$ cat config.mk
export PLATFORM = sky130hd
export DESIGN_NAME = bus_idle_sleep_ctl
export DESIGN_NICKNAME = d
export VERILOG_FILES = /design/src/rtl/sleep_ctl_pkg.sv /design/src/rtl/sleep_line_mon.sv /design/src/rtl/sleep_idle_timer.sv /design/src/rtl/bus_idle_sleep_ctl.sv
export SDC_FILE = /design/constraint.sdc
export NUM_CORES = 1
export LEC_CHECK = 0
export ABC_AREA = 1
export BUFFER_PORTS_ARGS = -buffer_cell sky130_fd_sc_hd__buf_2
export CAP_MARGIN = 10
export CORE_MARGIN = 3
export CORE_UTILIZATION = 45
export DETAILED_ROUTE_END_ITERATION = 10
export SLEW_MARGIN = 10
export SYNTH_ARGS = -nofsm -noshare
export SYNTH_HDL_FRONTEND = slang
export SYNTH_SLANG_ARGS = --single-unit
$ cat constraint.sdc
create_clock -name clk -period 2.7 [get_ports clk]
set_clock_uncertainty 0.05 [all_clocks]
set_input_delay 0 -clock clk [delete_from_list [all_inputs] [get_ports clk]]
set_output_delay 0 -clock clk [all_outputs]
set_load 0.01 [all_outputs]
$ cat src/rtl/sleep_ctl_pkg.sv
package sleep_ctl_pkg;

    typedef enum logic [1:0] {
        ST_AWAKE     = 2'd0,
        ST_BUS_SLEEP = 2'd1,
        ST_SW_SLEEP  = 2'd2
    } sleep_st_e;

    typedef struct packed {
        sleep_st_e st;
        logic      resume;
    } ctl_regs_t;

endpackage

$ cat src/rtl/sleep_line_mon.sv
module sleep_line_mon (
    input  logic clk,
    input  logic rst_n,
    input  logic scl_i,
    input  logic sda_i,
    output logic both_low_o,
    output logic any_rise_o
);
    typedef struct packed {
        logic scl;
        logic sda;
    } prev_t;

    prev_t prev_d, prev_q;

    always_comb begin
        prev_d.scl = scl_i;
        prev_d.sda = sda_i;
    end

    always_ff @(posedge clk or negedge rst_n) begin
        if (!rst_n) prev_q <= '{scl: 1'b1, sda: 1'b1};
        else        prev_q <= prev_d;
    end

    // Idle-high reset value: no false edge right after reset.
    assign both_low_o = !scl_i && !sda_i;
    assign any_rise_o = (scl_i && !prev_q.scl) || (sda_i && !prev_q.sda);
endmodule

$ cat src/rtl/sleep_idle_timer.sv
module sleep_idle_timer #(
    parameter int TIMEOUT_TICKS = 65536
) (
    input  logic clk,
    input  logic rst_n,
    input  logic run_i,
    input  logic both_low_i,
    input  logic tick_i,
    output logic expire_o
);
    localparam int CNT_W = (TIMEOUT_TICKS > 2) ? $clog2(TIMEOUT_TICKS) : 1;
    localparam logic [CNT_W-1:0] LAST = CNT_W'(TIMEOUT_TICKS - 1);

    logic [CNT_W-1:0] cnt_d, cnt_q;
    logic             armed;

    always_comb begin
        armed    = run_i && both_low_i;
        expire_o = armed && tick_i && (cnt_q == LAST);
        cnt_d    = cnt_q;
        if (!armed)        cnt_d = '0;
        else if (expire_o) cnt_d = '0;
        else if (tick_i)   cnt_d = cnt_q + 1'b1;
    end

    always_ff @(posedge clk or negedge rst_n) begin
        if (!rst_n) cnt_q <= '0;
        else        cnt_q <= cnt_d;
    end
endmodule

$ cat src/rtl/bus_idle_sleep_ctl.sv
module bus_idle_sleep_ctl
    import sleep_ctl_pkg::*;
#(
    parameter int TIMEOUT_TICKS = 65536
) (
    input  logic clk,
    input  logic rst_n,
    input  logic scl_i,
    input  logic sda_i,
    input  logic sw_sleep_i,
    input  logic tick_i,
    output logic sleep_o,
    output logic halt_o,
    output logic resume_o
);
    ctl_regs_t r_d, r_q;
    logic both_low, any_rise, expire;

    sleep_line_mon u_mon (
        .clk        (clk),
        .rst_n      (rst_n),
        .scl_i      (scl_i),
        .sda_i      (sda_i),
        .both_low_o (both_low),
        .any_rise_o (any_rise)
    );

    sleep_idle_timer #(.TIMEOUT_TICKS(TIMEOUT_TICKS)) u_tmr (
        .clk        (clk),
        .rst_n      (rst_n),
        .run_i      (r_q.st == ST_AWAKE),
        .both_low_i (both_low),
        .tick_i     (tick_i),
        .expire_o   (expire)
    );

    always_comb begin
        r_d        = r_q;
        r_d.resume = 1'b0;
        unique case (r_q.st)
            ST_AWAKE: begin
                if (sw_sleep_i)  r_d.st = ST_SW_SLEEP;
                else if (expire) r_d.st = ST_BUS_SLEEP;
            end
            ST_BUS_SLEEP: begin
                if (sw_sleep_i) begin
                    r_d.st = ST_SW_SLEEP;
                end else if (any_rise) begin
                    r_d.st     = ST_AWAKE;
                    r_d.resume = 1'b1;
                end
            end
            ST_SW_SLEEP: begin
                if (!sw_sleep_i) begin
                    r_d.st     = ST_AWAKE;
                    r_d.resume = 1'b1;
                end
            end
            default: r_d.st = ST_AWAKE;
        endcase
    end

    always_ff @(posedge clk or negedge rst_n) begin
        if (!rst_n) r_q <= '{st: ST_AWAKE, resume: 1'b0};
        else        r_q <= r_d;
    end

    assign sleep_o  = (r_q.st != ST_AWAKE);
    assign halt_o   = (r_q.st != ST_AWAKE);
    assign resume_o = r_q.resume;
endmodule

# After elaboration in Yosys (flattened, before gate mapping)
# Index checks and enable logic that the tools add are counted.
# op_classes
reduce_logical,14
muxes,11
n_addsub,1
n_eq_ne,7
# ops
op,n
16-bit two-way mux,3
"16-bit by 1-bit adder with 16-bit output, second input constant",1
"16-bit == test, second input constant",1
"3-bit != test, second input constant",3
1-bit logical AND,6
2-bit two-way mux,3
3-bit two-way mux,2
2-bit one-hot mux with 3 select lines,1
1-bit logical NOT,4
3-bit AND reduction,1
"2-bit by 1-bit == test with 1-bit output, second input constant",1
"2-bit == test, second input constant",1
2-bit logical NOT,1
"2-bit != test, second input constant",1
1-bit one-hot mux with 2 select lines,1
2-bit nonzero test,1
1-bit logical OR,1
1-bit two-way mux,1
# word_totals
output_inout_bits,3
elab_cells,38
register_bits,21
inputBits,6

# Longest topological paths before layout
# Gate-level depths: netlist of the first run.
# logic_depth
ltp_word,8
ltp_mapped,10

# By module
# Synthesis of the first run repeated with hierarchy kept, for this count alone.
# unflattened
hier_cells,182
area_unflattened_um2,1421.4
# modules_own_cells
module,n_inst,cells_per_inst,area_per_inst_um2,seq_area_each_um2
sleep_idle_timer,1,144,1098.6,400.4
bus_idle_sleep_ctl,1,30,247.7,75.1
sleep_line_mon,1,8,75.1,52.6

# Least setup slack after synthesis of the first run
# Ideal clock, no wire load.
# synth_path
path_type,reg-to-reg
startpoint,register u_tmr.cnt_q[0]
endpoint,register u_tmr.cnt_q[3]
period_less_slack_ns,1.515
arrival_ns,1.337
required_ns,2.521
path_stages_with_launch,10
setup_slack_ns,1.185
cell_sequence,dfrtp_1 -> ha_1 -> nand2_2 -> nor2_4 -> nand2_2 -> nor2_4 -> nand3_4 -> nand2_4 -> buf_12 -> o22ai_2
# synth_between
elab_chain_cells,4
# synth_rtl
item,line_no,text
start: declaration,sleep_idle_timer.sv:14,"logic [CNT_W-1:0] cnt_d, cnt_q;"
start signal: assignment,sleep_idle_timer.sv:28,else cnt_q <= cnt_d;
16-bit by 1-bit adder with 16-bit output / 16-bit == test (equally long branches),"sleep_idle_timer.sv:23, sleep_idle_timer.sv:19",
16-bit two-way mux / 1-bit logical AND (equally long branches),"sleep_idle_timer.sv:23, sleep_idle_timer.sv:19",
16-bit two-way mux,sleep_idle_timer.sv:22,else if (expire_o) cnt_d = '0;
16-bit two-way mux,sleep_idle_timer.sv:21,if (!armed) cnt_d = '0;
# Several ways; a longest one is shown, not always the timed one. The select of a mux whose other input is x is not followed.
# A chain may end at the register's enable or synchronous reset.

# Final worst setup path of the first run
# layout_path
startpoint,register u_tmr.cnt_q[0]
endpoint,register u_tmr.cnt_q[9]
# The elaborated chain is that of the path after synthesis.

==> results by group, run 1 <==
Outcome
  – Status: complete, no violations

Min path
  – Class of the worst hold path: in2reg
  – Hold Crit Start: tick_i

Clock network
  – Max clock buf depth: 2
  – Total CTS buffers: 3
  – CTS root buffer: clkbuf_4
  – Skew-Pair Late Insertion Delay: 0.31 ns
  – Clock-pin transition on the worst setup and hold timing paths: 0.12 ns
  – CTS tree: yes
  – H-tree Lvls: 1
  – Post-CTS setup buffer count: 0
  – Sink Count: 21

Layout
  – Antenna cells: 0
  – Fillers: 273
  – Final #Nets: between 200 and 250
  – Layout cells sized above 1: 18.0%
  – Commonest non-fill, non-tap cell in the layout: nand2_1
  – Area growth syn-to-layout: 8.36%
  – Most frequent cells in the layout: nand2_1 (50), inv_1 (23), nor2_1 (19), dfrtp_1 (19), nand3_1 (15)
  – Finished Cell Area: between 1500 and 2000 sq um

Routing
  – Antenna Violating Nets Remaining: 0
  – Total DRC errors in the routed layout: 0
  – Drt wl/cell: ~12 um
  – Routed WL: about 2800 um
  – TritonRoute pass-1 iters: 4
  – Routed via count: 1,138
  – DRT iter0 DRCs: 43
  – Via-per-instance ratio: 5.06

Die
  – Core area: 2850 sq um
  – # rows: 19
  – Die W: 61.6 um
  – Die height: between 60 and 70 um
  – Die area: 3800 sq um
  – Top Ports: 9
  – Initial Utilization: roughly half

GRT
  – Pin count of the biggest net entering global routing: 22
  – Total track usage: approximately 18%
  – Initial antenna violation count: 0
  – Vias in the first global route: about 1,100
  – First-pass GRT wire length: 4940 um
  – GRT overflow: 0

Pwr
  – Register share of total power: 50.3%
  – Combinational share of power: between 20 and 30%
  – Pwr Density: 461 nW/um^2
  – P_int: 0.000463 W
  – Max IR drop VDD: 0.000323 V
  – Clock power frac: 21.9%
  – Leak: 0.658 nW
  – Switching Power: 0.000233 W
  – Sw frac: about a third

STA
  – Hold Violations, Final: 0
  – Max_slew headroom: 68.7%
  – Final Max Slew Viols: 0
  – Final min period: between 1.5 and 2 ns
  – Setup TNS: 0 ns
  – RSZ-0062 raised after global routing: false
  – Endpoints failing setup: 0
  – Achievable Freq: 584 MHz
  – Slew @ Worst Pin: 0.470 ns
  – Final worst path period share: 63.4%

Placed design
  – GPL Wtd Cong: ~0.83
  – # port buffers: 8
  – Post-DP Area: around 1400 sq um
  – HPWL Detailed: 2130 um

Worst setup path
  – Worst setup SP type: register
  – Critical path data arrival time: approximately 1.9 ns
  – Max FO, Critical Path: 11
  – Req. time, crit path: between 2 and 3 ns
  – CP Class: reg2reg
  – Setup crit end kind: register
  – Reg2Reg Setup Slack: slightly below 1 ns
  – R2R Path Start: u_tmr.cnt_q[0]
  – Crit path from: u_tmr.cnt_q[0]

Run
  – Max-cap violations: 0

Yosys
  – Area share of the largest cell type after synthesis: 34.1%
  – Largest area contributor in the netlist: dfrtp_1
  – Syn Nets: roughly 190
  – Cells taking the most area after synthesis: dfrtp_1 (34%), nand2_1 (13%), inv_1 (6.2%), nand3_1 (5.4%), nor2_1 (5.1%)
  – Distinct cells, synth: 26
  – YS warnings: 0
  – Cells after synthesis: around 180
  – #FFs+latches synth: 21
  – Sequential area share after synthesis: 37.9%
  – Cell area after synthesis: 1390 sq um
  – Avg Cell Area, Syn: ~7.7 sq um
==> critical path, stage by stage (launching register included) <==
cell and delay (ns):
dfrtp_1 0.43, ha_1 0.25, nand2_2 0.08, nor2_4 0.14, nand2_2 0.10, nor2_4 0.12, nand3_4 0.11, nand2_4 0.19
o21ai_0 0.12
==> Yosys cell counts (all sizes together) <==
cell type	instances
a21oi	2
buf	3
clkbuf	1
dfrtp	19
dfstp	2
ha	5
inv	25
nand2	54
nand3	16
nand4	5
nor2	23
nor3	2
o21ai	13
o22ai	5
xnor2	2
xor2	4
==> path summary, 6_finish.rpt <==
| kind | depth (start not counted) | to |
|---|---|---|
| min | 5 | u_tmr.cnt_q[1] |
| max in group asynchronous | 2 | u_mon.prev_q[1] |
| min in group asynchronous | 2 | u_tmr.cnt_q[7] |
| max | 8 | u_tmr.cnt_q[9] |
| min reg2reg | 1 | u_tmr.cnt_q[0] |
| max reg2reg | 8 | u_tmr.cnt_q[9] |
==> layer usage <==
layer  share of wire, %  up-vias  GRT usage [%]
li1                   -      598              -
met1                 53      523           24.5
met2                 43       12           27.5
met3                1.9        5           2.52
met4                2.0        0           7.27
met5                  0        -              0
==> state kept, by name, indices dropped and copies added, names as in the netlist <==
name          cells
resume_o          1
u_mon.prev_q      2
u_tmr.cnt_q      16
r_q               2
==> through the flow <==
stage	instances	total power (W)	hold WS (ns)	worst slack [ns]	util, %
floorplan	181	0.000497	-0.346	1.18	-
global placement	217	0.000537	-0.0681	1.09	50.6
detailed placement	217	0.000546	-0.0622	1.01	50.6
CTS	225	0.000707	0.0786	0.986	52.9
global route	225	0.000746	0.0962	0.843	52.9
finish	225	0.000695	0.0916	0.989	52.9
==> layout make-up <==
type                    count  area (sq um)  area share, %
clock buffers               4          26.3           1.74
repair buffers             13          87.6           5.80
inverters                  25          93.8           6.22
flip-flops and latches     21           528           35.0
well taps                  31          38.8           2.57
multi-input cells         131           734           48.7
==> cells by family (layout without fill, tap and decap cells) <==
group                      count (synthesis)  after routing  synth area share [%]
DFF                                       21             21                  37.9
adders and majority gates                  5              5                  4.49
buffers and inverters                     29             42                  9.34
AOI/OAI and AO/OA                         20             20                  11.2
and+or+nand+nor                          100            100                  33.2
xor gates and xnor gates                   6              6                  3.77
==> power groups by stage <==
stage	Clock (W)	Combinational (W)	Sequential, W
floorplan	0	0.000142	0.000355
global placement	0	0.000183	0.000354
detailed placement	0	0.000190	0.000356
CTS	0.000161	0.000196	0.000350
global route	0.000173	0.000220	0.000353
finish	0.000152	0.000193	0.000350
==> repair_timing <==
action | 4_1_cts | 5_1_grt
hold buffers | 4 | 0
resized for setup | 0 | 0
endpoints found under the hold margin | 25 | 0
Note: power is estimated with default switching activity, not from simulation.
==> run 2: changes to the inputs <==
- ABC_AREA: 1 -> 0
- clock period: 2.7 -> 1.42 ns (I/O delays scaled with it)
==> results by group, run 2 <==
Layout
  – Antenna cells: 0
  – Finished Cell Area: 1940 sq um
  – Biggest regs: u_tmr.cnt_q x16, r_q x2, u_mon.prev_q x2
  – Largest reg by FF count: u_tmr.cnt_q
  – Layout cells sized above 1: 45.5%
  – Commonest non-fill, non-tap cell in the layout: buf_4
  – Max reg flops: 16
  – Area growth syn-to-layout: 46.9%
  – Most frequent cells in the layout: buf_4 (40), dfrtp_1 (18), nand2_1 (17)
  – Final Core Density: between 60% and 70%
  – Fillers: roughly 200
  – Final #Nets: 210

Yosys
  – Cell area after synthesis: ~1300 sq um
  – Ys async rst share: 100%
  – EDFF count, synth: 0
  – Synth Flop Type: dfrtp_1
  – Largest area contributor in the netlist: dfrtp_1
  – YS warnings: 0
  – Cells taking the most area after synthesis: dfrtp_1 (36%), nand2_1 (4.8%), ha_1 (4.7%), dfstp_2 (4.0%), nand3_1 (3.8%)
  – Area share of the largest cell type after synthesis: 36.0%
  – Syn Nets: 153
  – #FFs+latches synth: 21
  – Sequential area share after synthesis: approximately 40%
  – Distinct cells, synth: between 40 and 50
  – Cells after synthesis: 142
  – Post-synth top cells: dfrtp_1 (19), nand2_1 (17), nand3_1 (10)
  – Most frequent cell after synthesis: dfrtp_1
  – Avg Cell Area, Syn: 9.30 sq um

STA
  – Final Max Slew Viols: 0
  – Hold Violations, Final: 0
  – Final min period: 1.77 ns
  – Final worst path period share: 125%
  – RSZ-0062 raised after global routing: true
  – Endpoints failing setup: 20
  – Setup TNS: -5.15 ns
  – Slew @ Worst Pin: 0.484 ns
  – Achievable Freq: between 500 and 600 MHz
  – Max_slew headroom: roughly two thirds
  – Final worst slack: -0.352 ns

Clock network
  – Clock-pin transition on the worst setup and hold timing paths: 0.14 ns
  – Max clock buf depth: 2
  – CTS tree: yes
  – Total CTS buffers: 3
  – H-tree Lvls: 1
  – Sink Count: 21
  – CTS root buffer: clkbuf_4
  – Skew-Pair Late Insertion Delay: 0.32 ns

Routing
  – DRT iter0 DRCs: 98
  – Total DRC errors in the routed layout: 0
  – Routed via count: between 1,000 and 1,500
  – Routed WL: 3750 um
  – TritonRoute pass-1 iters: 5
  – Drt wl/cell: 16.4 um
  – Via-per-instance ratio: 5.85
  – Antenna Violating Nets Remaining: 0

Die
  – Die area: around 3600 sq um
  – Initial Utilization: between 40% and 50%
  – Core area: 2780 sq um
  – Top Ports: 9
  – # rows: 19
  – Die W: 60.2 um
  – Die height: 60.2 um

Worst setup path
  – Critical path data arrival time: 1.93 ns
  – Worst setup SP type: register
  – R2R Path Start: r_q[1]
  – Max FO, Critical Path: 5
  – Setup crit end kind: register
  – Crit path from: r_q[1]
  – Req. time, crit path: 1.58 ns
  – CP Class: reg2reg

GRT
  – Most used routing layer: met2
  – Grt met1 use: 28.0%
  – Pin count of the biggest net entering global routing: 22
  – Initial antenna violation count: 0
  – GR Layer Usage met2: between 30% and 40%
  – Vias in the first global route: about 1,200
  – GRT overflow: 0
  – Met3 Use GR: 3.46%
  – Total track usage: 21.1%
  – First-pass GRT wire length: 5660 um

Pwr
  – Leak: 0.839 nW
  – Max IR drop VDD: 0.000764 V
  – Total power: about 0.0015 W
  – Pwr Density: approximately 780 nW/um^2

Outcome
  – Status: finished with violations
  – Failing checks: negative setup slack

Run
  – Max-cap violations: 0

Placed design
  – Post-DP Area: 1660 sq um
  – GPL Wtd Cong: 0.862
  – HPWL Detailed: approximately 2600 um
  – # port buffers: 8

Min path
  – Hold Crit Start: tick_i
  – Class of the worst hold path: in2reg
## run 2: cell types whose count changed in the layout (fill, tap and decap cells not counted), moves of 6 or more
cell,delta
nand3_1,-6
buf_4,+39
buf_6,+9
nand2_1,-33
nor2_1,-12
inv_1,-19
## run 2: worst paths after layout
| path | end | slack (ns) | cells past startpoint |
|---|---|---|---|
| max | u_tmr.cnt_q[13] | -0.35 | 6 |
| min | u_tmr.cnt_q[4] | 0.05 | 4 |
| max reg2reg | u_tmr.cnt_q[13] | -0.35 | 6 |
| min reg2reg | u_tmr.cnt_q[14] | 0.52 | 2 |
| max in group asynchronous | u_mon.prev_q[1] | 0.83 | 2 |
| min in group asynchronous | u_tmr.cnt_q[5] | 0.11 | 2 |
## run 2: kinds of logic after synthesis
group	Yosys count	synth area share, %
simple gates	67	29.7
compound gates	34	20.2
flops	21	40.0
buf+inv	14	4.74
fa+ha+maj	5	4.74
xor+xnor	1	0.664
## run 2: repair_timing
item	CTS	global route
gates resized for setup	10	21
pin swaps	5	6
setup endpoints to repair	18	20
buffers inserted	7	2
endpoints found under the hold margin	26	0
hold buffers	4	0
## run 2: area by class of cell
cell class | count | area [sq um] | area share [%]
clock buffers | 3 | 22.5 | 1.16
clock inverters | 1 | 5.00 | 0.258
inverters | 7 | 28.8 | 1.48
multi-input cells | 107 | 843 | 43.5
flip-flops and latches | 21 | 529 | 27.3
well taps | 31 | 38.8 | 2.00
repair buffers | 59 | 472 | 24.3
## run 2: worst max-delay path, cell delays in order, from the launching register on
cell and delay [ns]:
dfrtp_1 0.42, inv_2 0.09, ha_4 0.13, or3b_4 0.40, nor2_4 0.16, o21ai_4 0.10, o311ai_2 0.31
## run 2: metrics by stage
stage	setup slack (ns)	hold WS (ns)	instances
after detailed placement	-0.383	-0.0579	212
after global placement	-0.304	-0.0637	212
after CTS	-0.326	0.0327	227
final	-0.352	0.0537	229
after floorplan	-0.332	-0.346	142
after global routing	-0.402	0.0676	229
## run 2: where the power goes
part	leakage [nW]	switching, W	internal [W]
Combinational	0.539	0.000263	0.000312
Sequential	0.283	0.0000140	0.000624
Clock	0.0177	0.000200	0.000105
## run 2: per-layer routing
metal  part of all wire [%]  vias up
met1                     42      642
met2                     51       43
met5                      0        -
met4                    2.5        0
li1                       -      642
met3                    4.4       13
